[config.mk]
export PLATFORM = sky130hd
export DESIGN_NAME = mwmr_seq
export DESIGN_NICKNAME = d
export VERILOG_FILES = /design/src/rtl/mwmr_seq_pkg.sv /design/src/rtl/mwmr_seq_ctrl.sv /design/src/rtl/mwmr_seq_dp.sv /design/src/rtl/mwmr_seq.sv
export SDC_FILE = /design/constraint.sdc
export NUM_CORES = 1
export LEC_CHECK = 0
export BUFFER_PORTS_ARGS = -buffer_cell sky130_fd_sc_hd__buf_2
export CELL_PAD_IN_SITES_DETAIL_PLACEMENT = 0
export CELL_PAD_IN_SITES_GLOBAL_PLACEMENT = 1
export CORE_ASPECT_RATIO = 0.7
export CORE_MARGIN = 1
export CORE_UTILIZATION = 43
export DETAILED_ROUTE_END_ITERATION = 6
export HOLD_SLACK_MARGIN = 0.06
export PLACE_DENSITY_LB_ADDON = 0.1
export RECOVER_POWER = 100
export REMOVE_ABC_BUFFERS = 1
export SLEW_MARGIN = 0
export SYNTH_ARGS = -nofsm -noshare
export SYNTH_HDL_FRONTEND = slang
export SYNTH_SLANG_ARGS = --single-unit
export TNS_END_PERCENT = 10
[constraint.sdc]
create_clock -name clk -period 8.16 [get_ports clk]
set_input_delay 1.224 -clock clk [delete_from_list [all_inputs] [get_ports clk]]
set_output_delay 1.224 -clock clk [all_outputs]
set_load 0.01 [all_outputs]
[src/rtl/mwmr_seq_pkg.sv]
package mwmr_seq_pkg;
  localparam int IDX_W = 8;

  typedef enum logic [1:0] {
    CMD_READ  = 2'd0,
    CMD_WRITE = 2'd1,
    CMD_CAS   = 2'd2
  } cmd_e;

  typedef enum logic [2:0] {
    ST_TICKET, ST_CAS, ST_LOCK, ST_DESC, ST_DATA, ST_UPD, ST_REL
  } step_e;

  typedef struct packed {
    step_e             step;
    logic [IDX_W-1:0]  idx;
    logic              capTicket;
    logic              capDesc;
    logic              commit;
  } seq_ctl_t;
endpackage

[src/rtl/mwmr_seq_ctrl.sv]
module mwmr_seq_ctrl
  import mwmr_seq_pkg::*;
#(
  parameter int BURST_WORDS = 4
) (
  input  logic     clk,
  input  logic     rstn,
  input  logic     runEn,
  input  logic     toCoproc,
  input  logic     reqReady,
  input  logic     rspValid,
  input  logic     fromValid,
  input  logic     toReady,
  input  logic     ticketMatch,
  input  logic     haveRoom,
  output logic     reqValid,
  output logic     reqLast,
  output logic     rspReady,
  output logic     toValid,
  output logic     fromReady,
  output seq_ctl_t ctl
);
  logic             busy, inRsp;
  step_e            step;
  logic [IDX_W-1:0] cnt;
  logic [IDX_W-1:0] reqLen, rspLen;
  logic             dataWr, dataRd, reqFire, rspFire, rspLastFire;

  always_comb begin
    unique case (step)
      ST_DESC, ST_UPD: reqLen = IDX_W'(3);
      ST_DATA:         reqLen = IDX_W'(BURST_WORDS);
      default:         reqLen = IDX_W'(1);
    endcase
    unique case (step)
      ST_DESC: rspLen = IDX_W'(3);
      ST_DATA: rspLen = toCoproc ? IDX_W'(BURST_WORDS) : IDX_W'(1);
      default: rspLen = IDX_W'(1);
    endcase
  end

  assign dataWr      = (step == ST_DATA) && !toCoproc;
  assign dataRd      = busy && inRsp && (step == ST_DATA) && toCoproc;
  assign reqValid    = busy && !inRsp && (!dataWr || fromValid);
  assign fromReady   = busy && !inRsp && dataWr && reqReady;
  assign reqFire     = reqValid && reqReady;
  assign reqLast     = (cnt == reqLen - IDX_W'(1));
  assign rspReady    = busy && inRsp && (dataRd ? toReady : 1'b1);
  assign toValid     = dataRd && rspValid;
  assign rspFire     = rspValid && rspReady;
  assign rspLastFire = rspFire && (cnt == rspLen - IDX_W'(1));

  always_comb begin
    ctl.step      = step;
    ctl.idx       = cnt;
    ctl.capTicket = rspFire && (step == ST_TICKET);
    ctl.capDesc   = rspFire && (step == ST_DESC);
    ctl.commit    = rspLastFire && (step == ST_DATA);
  end

  always_ff @(posedge clk) begin
    if (!rstn) begin
      busy  <= 1'b0;
      inRsp <= 1'b0;
      step  <= ST_TICKET;
      cnt   <= '0;
    end else if (!busy) begin
      if (runEn) begin
        busy  <= 1'b1;
        inRsp <= 1'b0;
        step  <= ST_TICKET;
        cnt   <= '0;
      end
    end else if (!inRsp) begin
      if (reqFire) begin
        if (reqLast) begin
          inRsp <= 1'b1;
          cnt   <= '0;
        end else begin
          cnt <= cnt + IDX_W'(1);
        end
      end
    end else if (rspFire) begin
      if (!rspLastFire) begin
        cnt <= cnt + IDX_W'(1);
      end else begin
        cnt   <= '0;
        inRsp <= 1'b0;
        unique case (step)
          ST_TICKET: step <= ST_CAS;
          ST_CAS:    step <= ticketMatch ? ST_LOCK : ST_TICKET;
          ST_LOCK:   step <= ticketMatch ? ST_DESC : ST_LOCK;
          ST_DESC:   step <= haveRoom ? ST_DATA : ST_REL;
          ST_DATA:   step <= ST_UPD;
          ST_UPD:    step <= ST_REL;
          default: begin
            step <= ST_TICKET;
            busy <= 1'b0;
          end
        endcase
      end
    end
  end
endmodule

[src/rtl/mwmr_seq_dp.sv]
module mwmr_seq_dp
  import mwmr_seq_pkg::*;
#(
  parameter int ADDR_W      = 32,
  parameter int BURST_WORDS = 4
) (
  input  logic              clk,
  input  logic              rstn,
  input  seq_ctl_t          ctl,
  input  logic              toCoproc,
  input  logic [ADDR_W-1:0] lockAddr,
  input  logic [ADDR_W-1:0] descAddr,
  input  logic [ADDR_W-1:0] bufAddr,
  input  logic [31:0]       bufSize,
  input  logic [31:0]       rspData,
  input  logic [31:0]       fromData,
  output logic [ADDR_W-1:0] reqAddr,
  output logic [1:0]        reqCmd,
  output logic [31:0]       reqWdata,
  output logic [31:0]       reqCmpData,
  output logic              ticketMatch,
  output logic              haveRoom
);
  localparam logic [31:0] BURST_BYTES = 32'(4 * BURST_WORDS);

  logic [31:0]       ticket, rdPtr, wrPtr, fill, fillNow, ptrSel;
  logic [ADDR_W-1:0] wordOff;
  cmd_e              cmd;

  function automatic logic [31:0] wrapAdd(input logic [31:0] p, input logic [31:0] sz);
    logic [31:0] s;
    s = p + BURST_BYTES;
    return (s >= sz) ? s - sz : s;
  endfunction

  always_ff @(posedge clk) begin
    if (!rstn) begin
      ticket <= '0;
      rdPtr  <= '0;
      wrPtr  <= '0;
      fill   <= '0;
    end else begin
      if (ctl.capTicket) ticket <= rspData;
      if (ctl.capDesc) begin
        unique case (ctl.idx)
          IDX_W'(0): rdPtr <= rspData;
          IDX_W'(1): wrPtr <= rspData;
          default:   fill  <= rspData;
        endcase
      end
      if (ctl.commit) begin
        if (toCoproc) begin
          rdPtr <= wrapAdd(rdPtr, bufSize);
          fill  <= fill - BURST_BYTES;
        end else begin
          wrPtr <= wrapAdd(wrPtr, bufSize);
          fill  <= fill + BURST_BYTES;
        end
      end
    end
  end

  assign fillNow     = (ctl.capDesc && ctl.idx == IDX_W'(2)) ? rspData : fill;
  assign haveRoom    = toCoproc ? (fillNow >= BURST_BYTES) : ((bufSize - fillNow) >= BURST_BYTES);
  assign ticketMatch = (rspData == ticket);
  assign reqCmpData  = ticket;
  assign ptrSel      = toCoproc ? rdPtr : wrPtr;
  assign wordOff     = ADDR_W'({ctl.idx, 2'b00});
  assign reqCmd      = cmd;

  always_comb begin
    cmd      = CMD_READ;
    reqAddr  = lockAddr;
    reqWdata = '0;
    unique case (ctl.step)
      ST_TICKET: ;
      ST_CAS: begin
        cmd      = CMD_CAS;
        reqWdata = ticket + 32'd1;
      end
      ST_LOCK: reqAddr = lockAddr + ADDR_W'(4);
      ST_DESC: reqAddr = descAddr + wordOff;
      ST_DATA: begin
        cmd      = toCoproc ? CMD_READ : CMD_WRITE;
        reqAddr  = bufAddr + ADDR_W'(ptrSel) + wordOff;
        reqWdata = fromData;
      end
      ST_UPD: begin
        cmd     = CMD_WRITE;
        reqAddr = descAddr + wordOff;
        unique case (ctl.idx)
          IDX_W'(0): reqWdata = rdPtr;
          IDX_W'(1): reqWdata = wrPtr;
          default:   reqWdata = fill;
        endcase
      end
      default: begin
        cmd      = CMD_WRITE;
        reqAddr  = lockAddr + ADDR_W'(4);
        reqWdata = ticket + 32'd1;
      end
    endcase
  end
endmodule

[src/rtl/mwmr_seq.sv]
module mwmr_seq
  import mwmr_seq_pkg::*;
#(
  parameter int ADDR_W      = 32,
  parameter int BURST_WORDS = 4
) (
  input  logic              clk,
  input  logic              rstn,
  input  logic              runEn,
  input  logic              toCoproc,
  input  logic [ADDR_W-1:0] lockAddr,
  input  logic [ADDR_W-1:0] descAddr,
  input  logic [ADDR_W-1:0] bufAddr,
  input  logic [31:0]       bufSize,
  output logic              reqValid,
  input  logic              reqReady,
  output logic [1:0]        reqCmd,
  output logic [ADDR_W-1:0] reqAddr,
  output logic [31:0]       reqWdata,
  output logic [31:0]       reqCmpData,
  output logic              reqLast,
  input  logic              rspValid,
  output logic              rspReady,
  input  logic [31:0]       rspData,
  output logic              toValid,
  input  logic              toReady,
  output logic [31:0]       toData,
  input  logic              fromValid,
  output logic              fromReady,
  input  logic [31:0]       fromData
);
  seq_ctl_t ctl;
  logic     ticketMatch, haveRoom;

  mwmr_seq_ctrl #(.BURST_WORDS(BURST_WORDS)) u_ctrl (
    .clk(clk), .rstn(rstn), .runEn(runEn), .toCoproc(toCoproc),
    .reqReady(reqReady), .rspValid(rspValid), .fromValid(fromValid),
    .toReady(toReady), .ticketMatch(ticketMatch), .haveRoom(haveRoom),
    .reqValid(reqValid), .reqLast(reqLast), .rspReady(rspReady),
    .toValid(toValid), .fromReady(fromReady), .ctl(ctl)
  );

  mwmr_seq_dp #(.ADDR_W(ADDR_W), .BURST_WORDS(BURST_WORDS)) u_dp (
    .clk(clk), .rstn(rstn), .ctl(ctl), .toCoproc(toCoproc),
    .lockAddr(lockAddr), .descAddr(descAddr), .bufAddr(bufAddr),
    .bufSize(bufSize), .rspData(rspData), .fromData(fromData),
    .reqAddr(reqAddr), .reqCmd(reqCmd), .reqWdata(reqWdata),
    .reqCmpData(reqCmpData), .ticketMatch(ticketMatch), .haveRoom(haveRoom)
  );

  assign toData = rspData;
endmodule

==> metrics <==
Worst Clk Skew 0.0114 ns; via count 24100; vias per std cell 6.27; GRT Overall Usage 36.8%; fillers 4980; setup bufs post-CTS 0; CP most frequent cell clkbuf_1; CP Cell Sequence clkbuf_1, nand3b_1, clkbuf_1, nand2_1, nor2_1, a21oi_1, o221ai_1, o21a_1, clkbuf_1; num rows 67; # nets final 3575; combinational family with the most area after synthesis compound AO/OA/AOI/OAI gates; area share of the largest cell type after synthesis 13.5%; P_leak 9.85 nW; EDFF count, synth 0; clock insertion delay at the later pin of the skew report 0.46 ns; Unique masters post-synth 89; Crit-path slowest cell clkbuf_1; First DRT Iteration DRCs 2826; r2r endpoint u_dp.wrPtr[11]; Post-Place Setup Slack 1.02 ns; Yosys top cell by area dfxtp_1; post-synthesis xor/xnor area fraction 11.5%; GRT busiest layer met2; met3 GRT Util 8.18%; WP data required 6.94 ns; post-synthesis mux area share 5.89%; CTS tree yes; worst-path maximum fanout 26; most common cell in the synthesized netlist nand2_1; die extent in x 265 um; Worst-path clk slew 0.07 ns; CP startpoint kind register; worst-margin pin slew 2.38 ns; H-tree levels 4; Max-cap violations 6; Seq cells post-synth 141; failing checks capacitance limit, slew limit; Syn-to-layout area delta 12.0%; part of the cycle the worst path needs 90.6%; Routed WL 94700 um; crit path from u_ctrl.step[2]; fmax 135 MHz; pin count of the biggest net entering global routing 87; Sink Count 141; Clock Tree Buf Depth 2; Post-DRT Antenna Nets 0; critical path arrival 6.17 ns; kind of critical path register to output port; first-pass GRT wire length 137000 um; layout cells sized above 1 10.7%; Hold-fix buffers, CTS 0; PortBufs 334; hold crit path type register to register; Synth Area per Inst 7.08 sq um; FF-to-FF Start u_dp.wrPtr[5]; internal reg-to-reg setup slack 1.30 ns; PostCTS Resize Cnt 0; Synth Instances 2945; Top delay family on crit path buffers and inverters; M2 GR Usage 54.7%; ys async rst share 0%; CP endpoint reqAddr[21]; core area 47900 sq um; vias in the first global route 21800; Post-Syn Area 20900 sq um; Ys Warns 0; post-detailed-route wirelength per cell 24.6 um; final setup TNS 0 ns; overflow left after global routing 0; Tmin final 7.39 ns; clock root cell clkbuf_16; die height 186 um; R2R cell count 19; final setup fails 0; Final Max Slew Viols 183; element type at the critical path end output port; GPL Wtd Cong 0.962; CP Depth 9; Buf/Inv on CP 3; met1 usage in global routing 52.1%; Cell Pwr Density 88.3 nW/um^2; Commonest cells post-synth nand2_1 (402), a21oi_1 (290), nor2_1 (203); CP peak stage delay 1.25 ns; DRT Pass-1 Iters 6; Slew headroom -58.9%; post-DP HPWL 76200 um; Fin. Hold Viols 0; VDD IR max 0.107 mV; Post-route DRC 0; CTS Buf Count 17; die area 49400 sq um; io pins 335; Simple-Gate Fraction of Synth Area 24.0%; Synth Area in Compound Gates 26.4%; Initial Util 43.6%; top post-synthesis cells by area dfxtp_1 (14%), ha_1 (11%), nand2_1 (7.2%); Main synth FF type dfxtp_1; sequential area share after synthesis 13.5%; initial antenna violation count 3; adder-cell share of the synthesized area 12.7%; worst setup margin 0.768 ns; status complete, but fails checks; unrepaired setup endpoints after global routing no
stage by stage:
| stage | instances | util [%] | power [W] | hold WS, ns | instance area (sq um) |
|---|---|---|---|---|---|
| after floorplan | 2772 | - | 0.000975 | 0.447 | 20100 |
| after global placement | 3809 | 48.0 | 0.00120 | 0.483 | 23000 |
| after detailed placement | 3809 | 48.0 | 0.00120 | 0.494 | 23000 |
| after CTS | 3841 | 49.3 | 0.00205 | 0.504 | 23600 |
| after global routing | 3842 | 48.8 | 0.00213 | 0.521 | 23400 |
| final | 3843 | 48.8 | 0.00206 | 0.499 | 23400 |
placed cells by master, fill, tap and decap left out, types with 19 or more instances in the layout:
cell type / count
a31oi_1: 35
dfxtp_1: 140
nand3_1: 126
and3_1: 68
a21oi_1: 290
clkbuf_1: 141
xnor2_1: 165
buf_4: 38
nand2_1: 402
a211oi_1: 67
a22oi_1: 44
nor2b_1: 19
nor2_1: 201
o21bai_1: 23
nor3_1: 58
o21a_1: 28
a21o_1: 57
xor2_1: 107
buf_2: 203
ha_1: 188
o211ai_1: 23
inv_1: 117
nor4_1: 19
o21ai_0: 135
mux2_2: 33
nand4_1: 54
nand2b_1: 30
mux2i_1: 83
power breakdown:
part	switching [W]	internal, W
Clock	0.000369	0.000498
Combinational	0.000320	0.000178
Sequential	0.00000721	0.000691
routing by layer:
metal | wire [um] | part of all wire [%]
met1 | 43400 | 46
met2 | 39400 | 42
met3 | 8870 | 9.4
met4 | 2980 | 3.1
met5 | 14 | 0.015
worst register-to-register path, cell delays in order, from the launching register on:
cell and delay [ns]:
dfxtp_1 0.50, ha_1 0.27, nand3_1 0.11, nor3_1 0.30, buf_4 0.22, xor2_1 0.20
ha_1 0.29, or2_1 0.26, a21o_1 0.21, o21ai_0 0.07, o21ai_0 0.10, a41oi_1 0.52
o2111ai_1 0.25, a21oi_1 0.31, o21ai_0 0.33, o31ai_4 0.31, clkbuf_1 1.71, nor2_1 0.25
a211oi_1 0.38, a211oi_1 0.09
how the worst min path moves through the flow:
stage                 start            to  slack, ns  cells past startpoint
2_1_floorplan  u_dp.fill[0]  u_dp.fill[0]       0.45                      2
3_3_place_gp   u_dp.fill[1]  u_dp.fill[1]       0.48                      2
3_5_place_dp   u_dp.fill[1]  u_dp.fill[1]       0.49                      2
4_1_cts        u_dp.fill[1]  u_dp.fill[1]       0.50                      2
5_1_grt        u_dp.fill[1]  u_dp.fill[1]       0.52                      2
6_report       u_dp.fill[1]  u_dp.fill[1]       0.50                      2
kinds of logic (layout without fill, tap and decap cells):
family,count (synthesis),after routing
adders and majority gates,204,204
xor gates and xnor gates,273,273
other,0,2
DFF,141,141
and+or+nand+nor,1062,1062
AOI/OAI and AO/OA,855,855
muxes,118,118
buffers and inverters,292,533
registers in the layout, indices dropped and copies added (netlist names):
name,flops
u_ctrl.inRsp,1
u_dp.rdPtr,32
u_ctrl.busy,1
u_ctrl.cnt,8
u_dp.reqCmpData,32
u_ctrl.step,3
u_dp.fill,32
u_dp.wrPtr,32
final cells by class:
class                   count  area, sq um  share of cell area, %
diodes                      2         5.00                 0.0214
flip-flops and latches    141         2820                   12.1
inverters                 119          448                   1.92
multi-input cells        2512        16800                   72.0
clock inverters            13          164                  0.701
clock buffers              19          453                   1.94
well taps                 655          820                   3.51
repair buffers            382         1830                   7.83
No activity file was read; power rests on OpenSTA's default activity.
